<file path="src/rtl/cx_pkg.sv">
package cx_pkg;

    localparam int HW_W   = 16;
    localparam int WD_W   = 32;
    localparam int FMT_W  = 5;
    localparam int FMT_LO = HW_W - FMT_W;

    typedef struct packed {
        logic [WD_W-1:0] word;
        logic            ok;
        logic            undef;
        logic            brn;
    } xp_res_t;

    typedef enum logic [1:0] {
        PL_NORM,
        PL_SHIFT,
        PL_NEG,
        PL_MUL
    } alu_place_e;

    function automatic xp_res_t mk_ok(input logic [WD_W-1:0] w);
        xp_res_t r;
        r.word  = w;
        r.ok    = 1'b1;
        r.undef = 1'b0;
        r.brn   = 1'b0;
        return r;
    endfunction

    function automatic xp_res_t mk_undef();
        xp_res_t r;
        r.word  = '0;
        r.ok    = 1'b0;
        r.undef = 1'b1;
        r.brn   = 1'b0;
        return r;
    endfunction

    function automatic xp_res_t mk_brn();
        xp_res_t r;
        r.word  = '0;
        r.ok    = 1'b0;
        r.undef = 1'b0;
        r.brn   = 1'b1;
        return r;
    endfunction

endpackage

</file>
<file path="src/rtl/cx_alu_grp.sv">
module cx_alu_grp
    import cx_pkg::*;
(
    input  logic [HW_W-1:0] hw,
    input  logic            v5_en,
    output xp_res_t         res
);

    logic [FMT_W-1:0] fmt;
    logic [2:0]       f_lo;
    logic [2:0]       f_mid;
    logic [2:0]       f_hi;
    logic [2:0]       f_top;
    logic [3:0]       alu_op;
    logic [3:0]       hd_idx;
    logic [3:0]       hs_idx;
    logic [WD_W-1:0]  alu_base;
    alu_place_e       alu_pl;
    logic [WD_W-1:0]  hi_base;

    assign fmt    = hw[HW_W-1:FMT_LO];
    assign f_lo   = hw[2:0];
    assign f_mid  = hw[5:3];
    assign f_hi   = hw[8:6];
    assign f_top  = hw[10:8];
    assign alu_op = hw[9:6];
    assign hd_idx = {hw[7], hw[2:0]};
    assign hs_idx = {hw[6], hw[5:3]};

    // ALU group: base opcode and operand placement per sub-op
    always_comb begin
        alu_pl = PL_NORM;
        case (alu_op)
            4'h0: alu_base = 32'hE010_0000;
            4'h1: alu_base = 32'hE030_0000;
            4'h2: begin alu_base = 32'hE1B0_0010; alu_pl = PL_SHIFT; end
            4'h3: begin alu_base = 32'hE1B0_0030; alu_pl = PL_SHIFT; end
            4'h4: begin alu_base = 32'hE1B0_0050; alu_pl = PL_SHIFT; end
            4'h5: alu_base = 32'hE0B0_0000;
            4'h6: alu_base = 32'hE0D0_0000;
            4'h7: begin alu_base = 32'hE1B0_0070; alu_pl = PL_SHIFT; end
            4'h8: alu_base = 32'hE110_0000;
            4'h9: begin alu_base = 32'hE270_0000; alu_pl = PL_NEG; end
            4'hA: alu_base = 32'hE150_0000;
            4'hB: alu_base = 32'hE170_0000;
            4'hC: alu_base = 32'hE190_0000;
            4'hD: begin alu_base = 32'hE010_0090; alu_pl = PL_MUL; end
            4'hE: alu_base = 32'hE1D0_0000;
            default: alu_base = 32'hE1F0_0000;
        endcase
    end

    always_comb begin
        case (alu_op[3:2])
            2'b00:   hi_base = 32'hE080_0000;
            2'b01:   hi_base = 32'hE150_0000;
            default: hi_base = 32'hE1A0_0000;
        endcase
    end

    always_comb begin
        res = mk_undef();
        case (fmt)
            5'd0, 5'd1, 5'd2: begin
                res = mk_ok(32'hE1B0_0000
                            | (WD_W'(hw[12:11]) << 5)
                            | (WD_W'(hw[10:6])  << 7)
                            |  WD_W'(f_mid)
                            | (WD_W'(f_lo)      << 12));
            end
            5'd3: begin
                logic [WD_W-1:0] b3;
                case (hw[10:9])
                    2'b00:   b3 = 32'hE090_0000;
                    2'b01:   b3 = 32'hE050_0000;
                    2'b10:   b3 = 32'hE290_0000;
                    default: b3 = 32'hE250_0000;
                endcase
                res = mk_ok(b3 | WD_W'(f_hi)
                               | (WD_W'(f_mid) << 16)
                               | (WD_W'(f_lo)  << 12));
            end
            5'd4, 5'd5, 5'd6, 5'd7: begin
                logic [WD_W-1:0] b4;
                case (hw[12:11])
                    2'b00:   b4 = 32'hE3B0_0000;
                    2'b01:   b4 = 32'hE350_0000;
                    2'b10:   b4 = 32'hE290_0000;
                    default: b4 = 32'hE250_0000;
                endcase
                res = mk_ok(b4 | WD_W'(hw[7:0])
                               | (WD_W'(f_top) << 16)
                               | (WD_W'(f_top) << 12));
            end
            5'd8: begin
                if (!hw[10]) begin
                    case (alu_pl)
                        PL_NORM:  res = mk_ok(alu_base | (WD_W'(f_lo) << 16)
                                              | (WD_W'(f_lo) << 12) | WD_W'(f_mid));
                        PL_SHIFT: res = mk_ok(alu_base | (WD_W'(f_lo) << 12)
                                              | WD_W'(f_lo) | (WD_W'(f_mid) << 8));
                        PL_NEG:   res = mk_ok(alu_base | (WD_W'(f_lo) << 12)
                                              | (WD_W'(f_mid) << 16));
                        default:  res = mk_ok(alu_base | (WD_W'(f_lo) << 16)
                                              | (WD_W'(f_lo) << 8) | WD_W'(f_mid));
                    endcase
                end else if (alu_op[3:2] == 2'b11) begin
                    if (!alu_op[1])
                        res = mk_ok(32'hE12F_FF10 | WD_W'(hw[6:3]));
                    else if (v5_en)
                        res = mk_ok(32'hE12F_FF30 | WD_W'(hw[6:3]));
                    else
                        res = mk_undef();
                end else if (alu_op[1:0] == 2'b00) begin
                    res = mk_undef();
                end else begin
                    res = mk_ok(hi_base | (WD_W'(hd_idx) << 16)
                                        | (WD_W'(hd_idx) << 12)
                                        |  WD_W'(hs_idx));
                end
            end
            default: res = mk_undef();
        endcase
    end

endmodule

</file>
<file path="src/rtl/cx_ldst_grp.sv">
module cx_ldst_grp
    import cx_pkg::*;
(
    input  logic [HW_W-1:0] hw,
    output xp_res_t         res
);

    logic [FMT_W-1:0] fmt;
    logic [2:0]       f_lo;
    logic [2:0]       f_mid;
    logic [2:0]       f_hi;
    logic [2:0]       f_top;
    logic [7:0]       imm8;
    logic [4:0]       imm5;
    logic [WD_W-1:0]  rd_at12;
    logic [WD_W-1:0]  rb_at16;
    logic [WD_W-1:0]  top_at12;

    assign fmt      = hw[HW_W-1:FMT_LO];
    assign f_lo     = hw[2:0];
    assign f_mid    = hw[5:3];
    assign f_hi     = hw[8:6];
    assign f_top    = hw[10:8];
    assign imm8     = hw[7:0];
    assign imm5     = hw[10:6];
    assign rd_at12  = WD_W'(f_lo)  << 12;
    assign rb_at16  = WD_W'(f_mid) << 16;
    assign top_at12 = WD_W'(f_top) << 12;

    always_comb begin
        res = mk_undef();
        case (fmt)
            5'd9: begin
                res = mk_ok(32'hE59F_0000 | top_at12 | (WD_W'(imm8) << 2));
            end
            5'd10, 5'd11: begin
                logic [WD_W-1:0] br;
                if (!hw[9]) begin
                    case (hw[11:10])
                        2'b00:   br = 32'hE780_0000;
                        2'b01:   br = 32'hE7C0_0000;
                        2'b10:   br = 32'hE790_0000;
                        default: br = 32'hE7D0_0000;
                    endcase
                end else begin
                    case (hw[11:10])
                        2'b00:   br = 32'hE180_00B0;
                        2'b01:   br = 32'hE190_00D0;
                        2'b10:   br = 32'hE190_00B0;
                        default: br = 32'hE190_00F0;
                    endcase
                end
                res = mk_ok(br | rd_at12 | rb_at16 | WD_W'(f_hi));
            end
            5'd12, 5'd13, 5'd14, 5'd15: begin
                logic [WD_W-1:0] bi;
                logic [WD_W-1:0] off;
                case (hw[12:11])
                    2'b00:   bi = 32'hE580_0000;
                    2'b01:   bi = 32'hE590_0000;
                    2'b10:   bi = 32'hE5C0_0000;
                    default: bi = 32'hE5D0_0000;
                endcase
                off = hw[12] ? WD_W'(imm5) : (WD_W'(imm5) << 2);
                res = mk_ok(bi | rd_at12 | rb_at16 | off);
            end
            5'd16, 5'd17: begin
                res = mk_ok((hw[11] ? 32'hE1D0_00B0 : 32'hE1C0_00B0)
                            | rd_at12 | rb_at16
                            | (WD_W'(imm5[2:0]) << 1)
                            | (WD_W'(imm5[4:3]) << 8));
            end
            5'd18, 5'd19: begin
                res = mk_ok((hw[11] ? 32'hE59D_0000 : 32'hE58D_0000)
                            | top_at12 | (WD_W'(imm8) << 2));
            end
            5'd20, 5'd21: begin
                res = mk_ok((hw[11] ? 32'hE28D_0F00 : 32'hE28F_0F00)
                            | top_at12 | WD_W'(imm8));
            end
            5'd24, 5'd25: begin
                res = mk_ok((hw[11] ? 32'hE8B0_0000 : 32'hE8A0_0000)
                            | (WD_W'(f_top) << 16) | WD_W'(imm8));
            end
            default: res = mk_undef();
        endcase
    end

endmodule

</file>
<file path="src/rtl/cx_ctl_grp.sv">
module cx_ctl_grp
    import cx_pkg::*;
(
    input  logic [HW_W-1:0] hw,
    input  logic            v5_en,
    output xp_res_t         res
);

    logic [FMT_W-1:0] fmt;
    logic [3:0]       sub;
    logic [7:0]       imm8;

    assign fmt  = hw[HW_W-1:FMT_LO];
    assign sub  = hw[11:8];
    assign imm8 = hw[7:0];

    always_comb begin
        res = mk_undef();
        case (fmt)
            5'd22, 5'd23: begin
                case (sub)
                    4'h0: res = mk_ok((hw[7] ? 32'hE24D_DF00 : 32'hE28D_DF00)
                                      | WD_W'(hw[6:0]));
                    4'h4: res = mk_ok(32'hE92D_0000 | WD_W'(imm8));
                    4'h5: res = mk_ok(32'hE92D_4000 | WD_W'(imm8));
                    4'hC: res = mk_ok(32'hE8BD_0000 | WD_W'(imm8));
                    4'hD: res = mk_ok(32'hE8BD_8000 | WD_W'(imm8));
                    4'hE: begin
                        if (v5_en)
                            res = mk_ok(32'hE120_0070 | (WD_W'(hw[7:4]) << 8)
                                        | WD_W'(hw[3:0]));
                        else
                            res = mk_undef();
                    end
                    default: res = mk_undef();
                endcase
            end
            5'd26, 5'd27: begin
                if (sub == 4'hF)
                    res = mk_ok(32'hEF00_0000 | WD_W'(imm8));
                else if (sub == 4'hE)
                    res = mk_undef();
                else
                    res = mk_brn();
            end
            5'd28, 5'd30, 5'd31: res = mk_brn();
            5'd29: begin
                if (v5_en && !hw[0])
                    res = mk_brn();
                else
                    res = mk_undef();
            end
            default: res = mk_undef();
        endcase
    end

endmodule

</file>
<file path="src/rtl/cx_expander.sv">
module cx_expander
    import cx_pkg::*;
#(
    parameter logic [31:0] UNDEF_WORD = 32'hE7F0_00F0
) (
    input  logic [15:0] instr_hw,
    input  logic        ext_v5,
    output logic [31:0] word_out,
    output logic        word_ok,
    output logic        is_undef,
    output logic        is_branch
);

    localparam logic [FMT_W-1:0] ALU_LAST  = 5'd8;
    localparam logic [FMT_W-1:0] LDST_LAST = 5'd21;

    logic [FMT_W-1:0] fmt;
    xp_res_t          alu_res;
    xp_res_t          ldst_res;
    xp_res_t          ctl_res;
    xp_res_t          res_d;

    assign fmt = instr_hw[HW_W-1:FMT_LO];

    cx_alu_grp u_alu (
        .hw    (instr_hw),
        .v5_en (ext_v5),
        .res   (alu_res)
    );

    cx_ldst_grp u_ldst (
        .hw  (instr_hw),
        .res (ldst_res)
    );

    cx_ctl_grp u_ctl (
        .hw    (instr_hw),
        .v5_en (ext_v5),
        .res   (ctl_res)
    );

    always_comb begin
        if (fmt <= ALU_LAST)
            res_d = alu_res;
        else if (fmt <= LDST_LAST || fmt == 5'd24 || fmt == 5'd25)
            res_d = ldst_res;
        else
            res_d = ctl_res;
        if (!res_d.ok)
            res_d.word = UNDEF_WORD;
    end

    assign word_out  = res_d.word;
    assign word_ok   = res_d.ok;
    assign is_undef  = res_d.undef;
    assign is_branch = res_d.brn;

endmodule

</file>
<file path="config.mk">
export PLATFORM = sky130hd
export DESIGN_NAME = cx_expander
export DESIGN_NICKNAME = d
export VERILOG_FILES = /design/src/rtl/cx_pkg.sv /design/src/rtl/cx_alu_grp.sv /design/src/rtl/cx_ldst_grp.sv /design/src/rtl/cx_ctl_grp.sv /design/src/rtl/cx_expander.sv
export SDC_FILE = /design/constraint.sdc
export NUM_CORES = 1
export LEC_CHECK = 0
export BUFFER_PORTS_ARGS = -buffer_cell sky130_fd_sc_hd__clkbuf_2
export CAP_MARGIN = 10
export CORE_MARGIN = 10
export CORE_UTILIZATION = 45
export DETAILED_ROUTE_END_ITERATION = 16
export PLACE_DENSITY = 0.8
export SYNTH_ARGS = -nofsm -noshare
export SYNTH_HDL_FRONTEND = slang
export SYNTH_SLANG_ARGS = --single-unit
</file>
<file path="constraint.sdc">
create_clock -name vclk -period 2.3
set_input_delay 0.23 -clock vclk [all_inputs]
set_output_delay 0.23 -clock vclk [all_outputs]
set_load 0.02 [all_outputs]
</file>
==> impl_metrics.xml, run 1 <==
<?xml version="1.0" encoding="UTF-8"?>
<metrics>
  <group name="global_routing">
    <metric name="grt_max_degree" unit="">25</metric>
    <metric name="number_of_global_route_vias_before_repair" unit="">3318</metric>
    <metric name="global_route_wire_length_before_repair" unit="um">18500</metric>
    <metric name="initial_antenna_violation_count" unit="">0</metric>
    <metric name="grtUsageTotal" unit="%">25.9</metric>
    <metric name="gr-total-overflow" unit="">0</metric>
  </group>
  <group name="cells_and_area">
    <metric name="synthToLayoutAreaGrowth" unit="%">25.3</metric>
    <metric name="area.sequential" unit="um^2">0</metric>
    <metric name="ant_diodes" unit="">0</metric>
    <metric name="design.final.nets" unit="">466</metric>
    <metric name="n_fill_cell" unit="">541</metric>
    <metric name="clock_buffers" unit="">0</metric>
    <metric name="sequential_cells" unit="">0</metric>
    <metric name="layout-drive-gt1-share" unit="%">34.7</metric>
  </group>
  <group name="pwr">
    <metric name="seq_power_share" unit="%">0</metric>
    <metric name="cellPowerDensity" unit="nW/um^2">226</metric>
    <metric name="intPower" unit="uW">253</metric>
    <metric name="p_comb_share" unit="%">100.0</metric>
    <metric name="power.share.switching" unit="%">63.5</metric>
    <metric name="share_clk_of_total_power" unit="%">0</metric>
    <metric name="static_leakage" unit="uW">0.00126</metric>
    <metric name="power.ir.vdd_worst" unit="V">0.000140</metric>
    <metric name="p_sw" unit="uW">439</metric>
  </group>
  <group name="sta">
    <metric name="max_freq" unit="GHz">0.451</metric>
    <metric name="hold_violations" unit="">0</metric>
    <metric name="final_critical_path_time_including_i_o_delays_and_setup" unit="ps">2220</metric>
    <metric name="final_max_slew_viol_count" unit="">0</metric>
    <metric name="grt_setup_unrepaired" unit="">no</metric>
    <metric name="timing.slew.headroom" unit="%">60.3</metric>
    <metric name="setup_violations" unit="">0</metric>
    <metric name="fin_hold_ws" unit="ps">965</metric>
    <metric name="period_share" unit="%">96.4</metric>
    <metric name="max_slew.worst_pin.slew" unit="ps">592</metric>
    <metric name="post_route_setup_tns" unit="ps">0</metric>
  </group>
  <group name="detailed_routing">
    <metric name="drt_pass1_iterations" unit="">5</metric>
    <metric name="detail_route.drc_violations" unit="">0</metric>
    <metric name="wl_per_cell" unit="um">23.4</metric>
    <metric name="postRouteWirelength" unit="um">12100</metric>
    <metric name="routed-via-count" unit="">3664</metric>
    <metric name="post_drt_via_cell_ratio" unit="">7.09</metric>
    <metric name="antenna_viol_nets_final" unit="">0</metric>
    <metric name="dr.first_iter.drc_count" unit="">527</metric>
  </group>
  <group name="floorplan">
    <metric name="core_area" unit="um^2">5200</metric>
    <metric name="io-pin-count" unit="">52</metric>
    <metric name="die_height" unit="um">93.7</metric>
    <metric name="initial_utilization" unit="%">47.0</metric>
    <metric name="floorplan.die_area" unit="um^2">8790</metric>
    <metric name="fp-row-count" unit="">26</metric>
    <metric name="die_span_in_x" unit="um">93.7</metric>
  </group>
  <group name="worst_setup_path">
    <metric name="critPathArrivalTime" unit="ps">1990</metric>
    <metric name="worstSetupStartpointType" unit="">primary input</metric>
    <metric name="worst-path-max-fanout" unit="">15</metric>
    <metric name="timing.critical_path.required" unit="ps">2070</metric>
    <metric name="criticalPathCategory" unit="">primary input to output pin</metric>
    <metric name="worst_setup_path_end_kind" unit="">output pin</metric>
  </group>
  <group name="cts">
    <metric name="hold_buffers" unit="">0</metric>
  </group>
  <group name="synth">
    <metric name="synth.top_cells.by_count" unit="">sky130_fd_sc_hd__nand2_1, sky130_fd_sc_hd__a21oi_1, sky130_fd_sc_hd__o21ai_0</metric>
    <metric name="synth.most_common_cell" unit="">sky130_fd_sc_hd__nand2_1</metric>
    <metric name="synth_seq_area_share" unit="%">0</metric>
    <metric name="summed_instance_area_of_the_synthesized_netlist" unit="um^2">2450</metric>
    <metric name="post-synth-top-area-cell" unit="">sky130_fd_sc_hd__nand2_1</metric>
    <metric name="netlist-cell-type-count" unit="">89</metric>
    <metric name="netlist.area_leader.share" unit="%">6.60</metric>
    <metric name="syn-mean-instance-area" unit="um^2">6.46</metric>
    <metric name="synthCells" unit="">379</metric>
    <metric name="ys_top_cells_by_area" unit="">sky130_fd_sc_hd__nand2_1, sky130_fd_sc_hd__a21oi_1, sky130_fd_sc_hd__o21ai_0</metric>
    <metric name="ys_warn_count" unit="">0</metric>
  </group>
  <group name="placed_design">
    <metric name="port_buffers" unit="">48</metric>
    <metric name="hpwl" unit="um">9220</metric>
    <metric name="global_placer_s_final_weighted_congestion" unit="">1.07</metric>
  </group>
  <group name="run_status">
    <metric name="outcome" unit="">finished, final reports clean</metric>
  </group>
  <group name="worst_hold_path">
    <metric name="hold-path-cell-count" unit="">4</metric>
    <metric name="min_path_type" unit="">primary input to output pin</metric>
  </group>
  <group name="run">
    <metric name="max_cap_viol_count" unit="">0</metric>
  </group>
</metrics>
## worst max-delay path: stages
cell and delay [ps]:
sky130_fd_sc_hd__clkbuf_2 240, sky130_fd_sc_hd__and2_1 250, sky130_fd_sc_hd__buf_4 150, sky130_fd_sc_hd__nand4_1 140, sky130_fd_sc_hd__o211ai_2 210, sky130_fd_sc_hd__a222oi_1 470
sky130_fd_sc_hd__a21oi_1 120, sky130_fd_sc_hd__clkbuf_2 190
## layer usage
metal | vias up | track usage, % | routed length [um]
met1 | 1696 | 35.5 | 4810
met2 | 328 | 40.6 | 5420
met3 | 42 | 4.24 | 1440
met4 | 0 | 6.46 | 427
met5 | - | 0 | 0
li1 | 1598 | - | -
## cell families after synthesis
kind of cell	synth area share [%]
AND/OR/NAND/NOR	38.0
multiplexers	3.02
buffers and inverters	12.1
other	0.307
XOR/XNOR	1.07
AO/OA/AOI/OAI	45.5
## power by group through the flow
stage	Clock (uW)	Combinational, uW	Sequential [uW]
after floorplan	0	432	0
after global placement	0	664	0
after detailed placement	0	662	0
after CTS	0	664	0
after global routing	0	732	0
final	0	692	0
## repair_timing
action	CTS	global route
setup buffers	0	1
endpoints found under the setup margin	0	11
gates resized for setup	0	10
## through the flow
step	cells	setup slack (ps)	utilization, %	instance area (um^2)	power, uW
after floorplan	381	351	-	2450	432
after global placement	516	49.8	58.1	3030	664
after detailed placement	516	74.1	58.1	3030	662
after CTS	516	62.0	58.1	3030	664
after global routing	517	0.810	58.9	3070	732
final	517	82.8	58.9	3070	692
## placed cells by master (no fill, tap or decap), types with 3 or more instances in the layout
cell / Yosys / final
sky130_fd_sc_hd__buf_4: 10 / 66
sky130_fd_sc_hd__clkbuf_2: 1 / 46
sky130_fd_sc_hd__nand2_1: 43 / 43
sky130_fd_sc_hd__a21oi_1: 25 / 25
sky130_fd_sc_hd__o21ai_0: 25 / 24
sky130_fd_sc_hd__nor2_1: 24 / 22
sky130_fd_sc_hd__nand3_1: 15 / 15
sky130_fd_sc_hd__nor3_1: 13 / 12
sky130_fd_sc_hd__nand4_1: 10 / 10
sky130_fd_sc_hd__nor2b_1: 8 / 8
sky130_fd_sc_hd__nand2b_1: 8 / 8
sky130_fd_sc_hd__a221oi_1: 8 / 8
sky130_fd_sc_hd__and2_1: 8 / 7
sky130_fd_sc_hd__o211ai_1: 7 / 7
sky130_fd_sc_hd__inv_1: 5 / 5
sky130_fd_sc_hd__o22ai_1: 5 / 5
sky130_fd_sc_hd__a221o_1: 5 / 5
sky130_fd_sc_hd__a32oi_1: 5 / 5
sky130_fd_sc_hd__a31oi_1: 5 / 5
sky130_fd_sc_hd__nor3_2: 4 / 4
sky130_fd_sc_hd__a21o_1: 4 / 4
sky130_fd_sc_hd__or3_1: 4 / 4
sky130_fd_sc_hd__o21ai_1: 4 / 4
sky130_fd_sc_hd__mux2i_1: 4 / 4
sky130_fd_sc_hd__a22oi_1: 4 / 4
sky130_fd_sc_hd__o21bai_1: 4 / 4
sky130_fd_sc_hd__conb_1: 2 / 4
sky130_fd_sc_hd__a211oi_1: 3 / 3
sky130_fd_sc_hd__nor2_2: 1 / 3
sky130_fd_sc_hd__mux2_2: 3 / 3
sky130_fd_sc_hd__a221oi_2: 3 / 3
## worst paths after layout
path / from / end / slack [ps]
setup / recovery: instr_hw[12] / word_out[2] / 80
hold / removal: instr_hw[14] / is_branch / 960
## final cells by class
class	count	area, um^2	share of cell area (%)
well taps	70	87.6	2.86
inverters	8	30.0	0.980
multi-input cells	324	2190	71.5
repair buffers	115	756	24.7
Note: power is estimated with default switching activity, not from simulation.
==> inputs of run 2 (changes only) <==
--- a/config.mk
+++ b/config.mk
@@ -10,7 +10,9 @@
 export CORE_MARGIN = 10
 export CORE_UTILIZATION = 45
 export DETAILED_ROUTE_END_ITERATION = 16
-export PLACE_DENSITY = 0.8
+export PLACE_DENSITY = 0.77
+export SKIP_LAST_GASP = 1
 export SYNTH_ARGS = -nofsm -noshare
 export SYNTH_HDL_FRONTEND = slang
+export SYNTH_HIERARCHICAL = 1
 export SYNTH_SLANG_ARGS = --single-unit
==> impl_metrics.xml, run 2 <==
<?xml version="1.0" encoding="UTF-8"?>
<metrics>
  <group name="cells_and_area">
    <metric name="layout-drive-gt1-share" unit="%">40.8</metric>
    <metric name="design.final.nets" unit="">634</metric>
    <metric name="clock_buffers" unit="">0</metric>
    <metric name="final_common_cell" unit="">sky130_fd_sc_hd__buf_4</metric>
    <metric name="n_fill_cell" unit="">623</metric>
    <metric name="layoutNonFillerInstCount" unit="">714</metric>
    <metric name="ant_diodes" unit="">0</metric>
    <metric name="synthToLayoutAreaGrowth" unit="%">41.2</metric>
    <metric name="area.sequential" unit="um^2">0</metric>
    <metric name="sequential_cells" unit="">0</metric>
    <metric name="most-common-layout-cells" unit="">sky130_fd_sc_hd__buf_4, sky130_fd_sc_hd__nor2_1, sky130_fd_sc_hd__inv_1, sky130_fd_sc_hd__clkbuf_2, sky130_fd_sc_hd__nand3_1</metric>
  </group>
  <group name="sta">
    <metric name="setup_violations" unit="">12</metric>
    <metric name="setup_slack" unit="ps">-90.8</metric>
    <metric name="max_freq" unit="GHz">0.418</metric>
    <metric name="grt_setup_unrepaired" unit="">yes</metric>
    <metric name="period_share" unit="%">104</metric>
    <metric name="hold_violations" unit="">0</metric>
    <metric name="final_critical_path_time_including_i_o_delays_and_setup" unit="ps">2390</metric>
    <metric name="final_max_slew_viol_count" unit="">0</metric>
    <metric name="fin_hold_ws" unit="ps">1160</metric>
  </group>
  <group name="detailed_routing">
    <metric name="detail_route.drc_violations" unit="">0</metric>
    <metric name="wl_per_cell" unit="um">20.6</metric>
    <metric name="dr.first_iter.drc_count" unit="">593</metric>
    <metric name="routed-via-count" unit="">4616</metric>
    <metric name="antenna_viol_nets_final" unit="">0</metric>
    <metric name="post_drt_via_cell_ratio" unit="">6.46</metric>
    <metric name="drt_pass1_iterations" unit="">6</metric>
    <metric name="postRouteWirelength" unit="um">14700</metric>
  </group>
  <group name="synth">
    <metric name="ys_warn_count" unit="">6</metric>
    <metric name="netlist-cell-type-count" unit="">84</metric>
    <metric name="synth.most_common_cell" unit="">sky130_fd_sc_hd__nor2_1</metric>
    <metric name="ys_top_cells_by_area" unit="">sky130_fd_sc_hd__buf_4, sky130_fd_sc_hd__mux2i_1, sky130_fd_sc_hd__nor2_1</metric>
    <metric name="netlist.area_leader.share" unit="%">6.11</metric>
    <metric name="synth_seq_area_share" unit="%">0</metric>
    <metric name="summed_instance_area_of_the_synthesized_netlist" unit="um^2">3440</metric>
    <metric name="syn-mean-instance-area" unit="um^2">6.77</metric>
    <metric name="synthCells" unit="">508</metric>
    <metric name="post-synth-top-area-cell" unit="">sky130_fd_sc_hd__buf_4</metric>
    <metric name="synth.top_cells.by_count" unit="">sky130_fd_sc_hd__nor2_1, sky130_fd_sc_hd__inv_1, sky130_fd_sc_hd__buf_4</metric>
  </group>
  <group name="worst_setup_path">
    <metric name="worst-path-max-fanout" unit="">8</metric>
    <metric name="timing.critical_path.required" unit="ps">2070</metric>
    <metric name="worstSetupStartpointType" unit="">primary input</metric>
    <metric name="criticalPathCategory" unit="">primary input to output pin</metric>
    <metric name="critPathArrivalTime" unit="ps">2160</metric>
    <metric name="worst_setup_path_end_kind" unit="">output pin</metric>
    <metric name="worst_setup_path_startpoint" unit="">instr_hw[14]</metric>
  </group>
  <group name="floorplan">
    <metric name="initial_utilization" unit="%">46.9</metric>
    <metric name="die_span_in_x" unit="um">107</metric>
    <metric name="io-pin-count" unit="">52</metric>
    <metric name="fp-row-count" unit="">31</metric>
    <metric name="core_area" unit="um^2">7330</metric>
    <metric name="die_height" unit="um">107</metric>
    <metric name="floorplan.die_area" unit="um^2">11500</metric>
  </group>
  <group name="placed_design">
    <metric name="hpwl" unit="um">11200</metric>
    <metric name="port_buffers" unit="">52</metric>
    <metric name="dp_cells" unit="">701</metric>
    <metric name="global_placer_s_final_weighted_congestion" unit="">1.06</metric>
  </group>
  <group name="worst_hold_path">
    <metric name="min_path_type" unit="">primary input to output pin</metric>
    <metric name="hold_path_startpoint" unit="">instr_hw[13]</metric>
  </group>
  <group name="run_status">
    <metric name="outcome" unit="">complete, but fails checks</metric>
    <metric name="violated_checks" unit="">negative setup slack</metric>
  </group>
  <group name="cts">
    <metric name="hold_buffers" unit="">0</metric>
  </group>
  <group name="global_routing">
    <metric name="grtUsageMet2" unit="%">39.2</metric>
    <metric name="number_of_global_route_vias_before_repair" unit="">4305</metric>
    <metric name="grt_max_degree" unit="">35</metric>
    <metric name="grt.met3_usage" unit="%">2.40</metric>
    <metric name="met1_usage" unit="%">30.2</metric>
    <metric name="initial_antenna_violation_count" unit="">0</metric>
    <metric name="grtUsageTotal" unit="%">23.2</metric>
    <metric name="global_route.peak_usage_layer" unit="">met2</metric>
    <metric name="gr-total-overflow" unit="">0</metric>
    <metric name="global_route_wire_length_before_repair" unit="um">22500</metric>
  </group>
  <group name="pwr">
    <metric name="cellPowerDensity" unit="nW/um^2">223</metric>
    <metric name="static_leakage" unit="uW">0.00220</metric>
    <metric name="power.ir.vdd_worst" unit="V">0.000104</metric>
  </group>
  <group name="run">
    <metric name="max_cap_viol_count" unit="">0</metric>
  </group>
</metrics>
[run 2: cell types whose count changed after synthesis, sizes merged, moves of 6 or more]
cell / change
nand3: +10
nand3b: +6
a221o: +8
inv: +24
nand2: -17
o41ai: +17
nor2: +32
nand4: -9
a32oi: +9
buf: +26
mux2i: +17
o211ai: -6
a221oi: -7
a22o: +7
[run 2: power by group]
group | internal (uW) | leakage, uW | total, uW | switching, uW
clock network | 0 | 0 | 0 | 0
logic | 458 | 0.00220 | 1080 | 624
registers | 0 | 0 | 0 | 0
total | 458 | 0.00220 | 1080 | 624
[run 2: final cells by class]
class	count	area [um^2]	area share [%]
multi-input cells	406	3170	65.3
repair buffers	178	1440	29.7
well taps	99	124	2.55
inverters	31	119	2.45
[run 2: kinds of logic (layout without fill, tap and decap cells)]
kind of cell,Yosys count,count (layout),share of synthesized area (%)
AND/OR/NAND/NOR,194,194,31.7
buffers and inverters,109,209,17.8
multiplexers,23,23,6.77
other,3,10,0.327
adder cells (fa/ha/maj),1,1,0.327
XOR/XNOR,4,4,1.02
AO/OA/AOI/OAI,174,174,42.1
[run 2: worst paths after layout]
| path | endpoint | cells after the start | slack, ps |
|---|---|---|---|
| setup / recovery | word_out[19] | 11 | -90 |
| hold / removal | word_out[24] | 6 | 1160 |
[run 2: metal layers]
| metal | vias to the layer above | share of wire [%] |
|---|---|---|
| li1 | 2086 | - |
| met1 | 2175 | 42 |
| met2 | 297 | 45 |
| met3 | 58 | 8.8 |
| met4 | 0 | 4.1 |
| met5 | - | 0 |
[run 2: metrics by stage]
step	area (um^2)	power (uW)	setup TNS, ps	setup WS (ps)	utilization (%)
finish	4860	1080	-581	-90.8	66.3
global route	4860	1140	-1820	-164	66.3
global placement	4430	948	-1540	-126	60.4
CTS	4560	995	-121	-34.8	62.1
floorplan	3580	617	-1820	-220	-
detailed placement	4430	963	-2560	-209	60.4
[run 2: critical path, stage by stage]
cell and delay, ps:
sky130_fd_sc_hd__buf_8 100, sky130_fd_sc_hd__nand4b_1 260, sky130_fd_sc_hd__buf_4 210, sky130_fd_sc_hd__nor3_2 170, sky130_fd_sc_hd__or3_4 180, sky130_fd_sc_hd__inv_4 40, sky130_fd_sc_hd__a21o_4 230, sky130_fd_sc_hd__buf_12 160
sky130_fd_sc_hd__buf_12 140, sky130_fd_sc_hd__o41ai_4 220, sky130_fd_sc_hd__clkbuf_8 210
[run 2: timing repair]
action	CTS	global route
pin swaps	6	20
setup buffers	3	10
endpoints found under the setup margin	19	34
resized for setup	24	73
==> inputs of run 3 (changes only) <==
--- a/config.mk
+++ b/config.mk
@@ -5,12 +5,13 @@
 export SDC_FILE = /design/constraint.sdc
 export NUM_CORES = 1
 export LEC_CHECK = 0
-export BUFFER_PORTS_ARGS = -buffer_cell sky130_fd_sc_hd__clkbuf_2
+export BUFFER_PORTS_ARGS = -buffer_cell sky130_fd_sc_hd__buf_4
 export CAP_MARGIN = 10
 export CORE_MARGIN = 10
-export CORE_UTILIZATION = 45
+export CORE_UTILIZATION = 55
 export DETAILED_ROUTE_END_ITERATION = 16
-export PLACE_DENSITY = 0.77
+export GPL_TIMING_DRIVEN = 0
+export PLACE_DENSITY = 0.89
 export SKIP_LAST_GASP = 1
 export SYNTH_ARGS = -nofsm -noshare
 export SYNTH_HDL_FRONTEND = slang
==> impl_metrics.xml, run 3 (same netlist as run 2, synthesis figures left out) <==
<?xml version="1.0" encoding="UTF-8"?>
<metrics>
  <group name="global_routing">
    <metric name="number_of_global_route_vias_before_repair" unit="">4525</metric>
    <metric name="grt_max_degree" unit="">20</metric>
    <metric name="grtUsageTotal" unit="%">29.0</metric>
    <metric name="global_route_wire_length_before_repair" unit="um">23800</metric>
    <metric name="gr-total-overflow" unit="">0</metric>
    <metric name="initial_antenna_violation_count" unit="">0</metric>
  </group>
  <group name="cells_and_area">
    <metric name="multi_input_area" unit="um^2">3320</metric>
    <metric name="layout-drive-gt1-share" unit="%">40.2</metric>
    <metric name="clock_buffers" unit="">0</metric>
    <metric name="most-common-layout-cells" unit="">sky130_fd_sc_hd__buf_4, sky130_fd_sc_hd__nor2_1, sky130_fd_sc_hd__inv_1, sky130_fd_sc_hd__a21oi_1</metric>
    <metric name="area.sequential" unit="um^2">0</metric>
    <metric name="final_common_cell" unit="">sky130_fd_sc_hd__buf_4</metric>
    <metric name="layoutNonFillerInstCount" unit="">684</metric>
    <metric name="design.final.nets" unit="">628</metric>
    <metric name="n_fill_cell" unit="">388</metric>
    <metric name="synthToLayoutAreaGrowth" unit="%">42.8</metric>
    <metric name="sequential_cells" unit="">0</metric>
    <metric name="ant_diodes" unit="">0</metric>
  </group>
  <group name="sta">
    <metric name="period_share" unit="%">108</metric>
    <metric name="hold_violations" unit="">0</metric>
    <metric name="timing.slew.headroom" unit="%">61.3</metric>
    <metric name="final_max_slew_viol_count" unit="">0</metric>
    <metric name="setup_violations" unit="">26</metric>
    <metric name="setup_slack" unit="ps">-175</metric>
    <metric name="final_critical_path_time_including_i_o_delays_and_setup" unit="ps">2470</metric>
    <metric name="max_slew.worst_pin.slew" unit="ps">580</metric>
    <metric name="max_freq" unit="GHz">0.404</metric>
    <metric name="grt_setup_unrepaired" unit="">yes</metric>
  </group>
  <group name="pwr">
    <metric name="power.ir.vdd_worst" unit="V">0.000164</metric>
    <metric name="power.total" unit="uW">1160</metric>
    <metric name="cellPowerDensity" unit="nW/um^2">237</metric>
    <metric name="static_leakage" unit="uW">0.00220</metric>
  </group>
  <group name="floorplan">
    <metric name="die_height" unit="um">99.1</metric>
    <metric name="fp-row-count" unit="">28</metric>
    <metric name="io-pin-count" unit="">52</metric>
    <metric name="core_area" unit="um^2">5990</metric>
    <metric name="initial_utilization" unit="%">57.4</metric>
    <metric name="floorplan.die_area" unit="um^2">9820</metric>
    <metric name="die_span_in_x" unit="um">99.1</metric>
  </group>
  <group name="detailed_routing">
    <metric name="drt_pass1_iterations" unit="">6</metric>
    <metric name="antenna_viol_nets_final" unit="">0</metric>
    <metric name="dr.first_iter.drc_count" unit="">924</metric>
    <metric name="routed-via-count" unit="">4854</metric>
    <metric name="post_drt_via_cell_ratio" unit="">7.10</metric>
    <metric name="detail_route.drc_violations" unit="">0</metric>
    <metric name="postRouteWirelength" unit="um">16300</metric>
    <metric name="wl_per_cell" unit="um">23.8</metric>
  </group>
  <group name="worst_setup_path">
    <metric name="worst_setup_path_end_kind" unit="">output pin</metric>
    <metric name="worst-path-max-fanout" unit="">10</metric>
    <metric name="timing.critical_path.to" unit="">word_out[21]</metric>
    <metric name="critPathArrivalTime" unit="ps">2240</metric>
    <metric name="worst_setup_path_startpoint" unit="">instr_hw[12]</metric>
    <metric name="criticalPathCategory" unit="">primary input to output pin</metric>
    <metric name="timing.critical_path.required" unit="ps">2070</metric>
    <metric name="worstSetupStartpointType" unit="">primary input</metric>
  </group>
  <group name="placed_design">
    <metric name="dp_slack" unit="ps">-751</metric>
    <metric name="dp_cells" unit="">642</metric>
    <metric name="global_placer_s_final_weighted_congestion" unit="">1.03</metric>
    <metric name="port_buffers" unit="">52</metric>
    <metric name="hpwl" unit="um">10400</metric>
  </group>
  <group name="run_status">
    <metric name="outcome" unit="">complete, but fails checks</metric>
    <metric name="violated_checks" unit="">negative setup slack</metric>
  </group>
  <group name="worst_hold_path">
    <metric name="min_path_type" unit="">primary input to output pin</metric>
  </group>
  <group name="run">
    <metric name="max_cap_viol_count" unit="">0</metric>
  </group>
  <group name="cts">
    <metric name="hold_buffers" unit="">0</metric>
  </group>
</metrics>
[run 3: layout make-up]
cell class | count | share of cell area (%)
inverters | 31 | 2.47
multi-input cells | 406 | 67.6
plain buffers | 74 | 11.5
well taps | 75 | 1.91
repair buffers | 98 | 16.6
[run 3: timing repair]
action                                 4_1_cts  5_1_grt
endpoints found under the hold margin        0        0
resized for setup                           76       42
cloned                                       1        1
buffers inserted                            31       23
setup endpoints to repair                   33       34
pin swaps                                   23       14
[run 3: how the worst min path moves through the flow]
| stage | slack (ps) | endpoint | cells after the start | startpoint |
|---|---|---|---|---|
| floorplan | 780 | word_out[23] | 3 | instr_hw[7] |
| global placement | 1080 | word_out[10] | 6 | instr_hw[6] |
| detailed placement | 1080 | word_out[10] | 6 | instr_hw[6] |
| CTS | 1100 | word_out[0] | 6 | instr_hw[3] |
| global route | 1170 | is_undef | 5 | instr_hw[15] |
| finish | 1160 | is_undef | 5 | instr_hw[15] |
[run 3: per-stage QoR]
step | util, % | cell area, um^2 | TNS, ps | hold WS (ps)
floorplan | - | 3580 | -1820 | 781
detailed placement | 67.8 | 4060 | -20100 | 1080
global placement | 67.8 | 4060 | -18820 | 1080
finish | 82.0 | 4910 | -2190 | 1160
CTS | 78.1 | 4680 | -123 | 1100
global route | 82.0 | 4910 | -3470 | 1170
[run 3: report_power, final]
group | switching [uW] | total, uW | internal, uW
Sequential | 0 | 0 | 0
Clock | 0 | 0 | 0
Combinational | 681 | 1160 | 484
[run 3: worst max-delay path, stage by stage]
cell and delay [ps]:
sky130_fd_sc_hd__buf_6 120, sky130_fd_sc_hd__buf_2 180, sky130_fd_sc_hd__nor2_1 210, sky130_fd_sc_hd__and3_4 280, sky130_fd_sc_hd__buf_4 190, sky130_fd_sc_hd__o21ai_0 120, sky130_fd_sc_hd__o21ai_1 370, sky130_fd_sc_hd__inv_1 110
sky130_fd_sc_hd__a32oi_1 240, sky130_fd_sc_hd__buf_4 180
[run 3: per-layer routing]
| layer | vias to the layer above | wire, um | track usage (%) | share of wire, % |
|---|---|---|---|---|
| met5 | - | 0 | 0 | 0 |
| met2 | 430 | 7130 | 44.9 | 44 |
| met4 | 0 | 1150 | 19.2 | 7.1 |
| met3 | 108 | 2140 | 6.77 | 13 |
| li1 | 2080 | - | - | - |
| met1 | 2236 | 5870 | 34.7 | 36 |
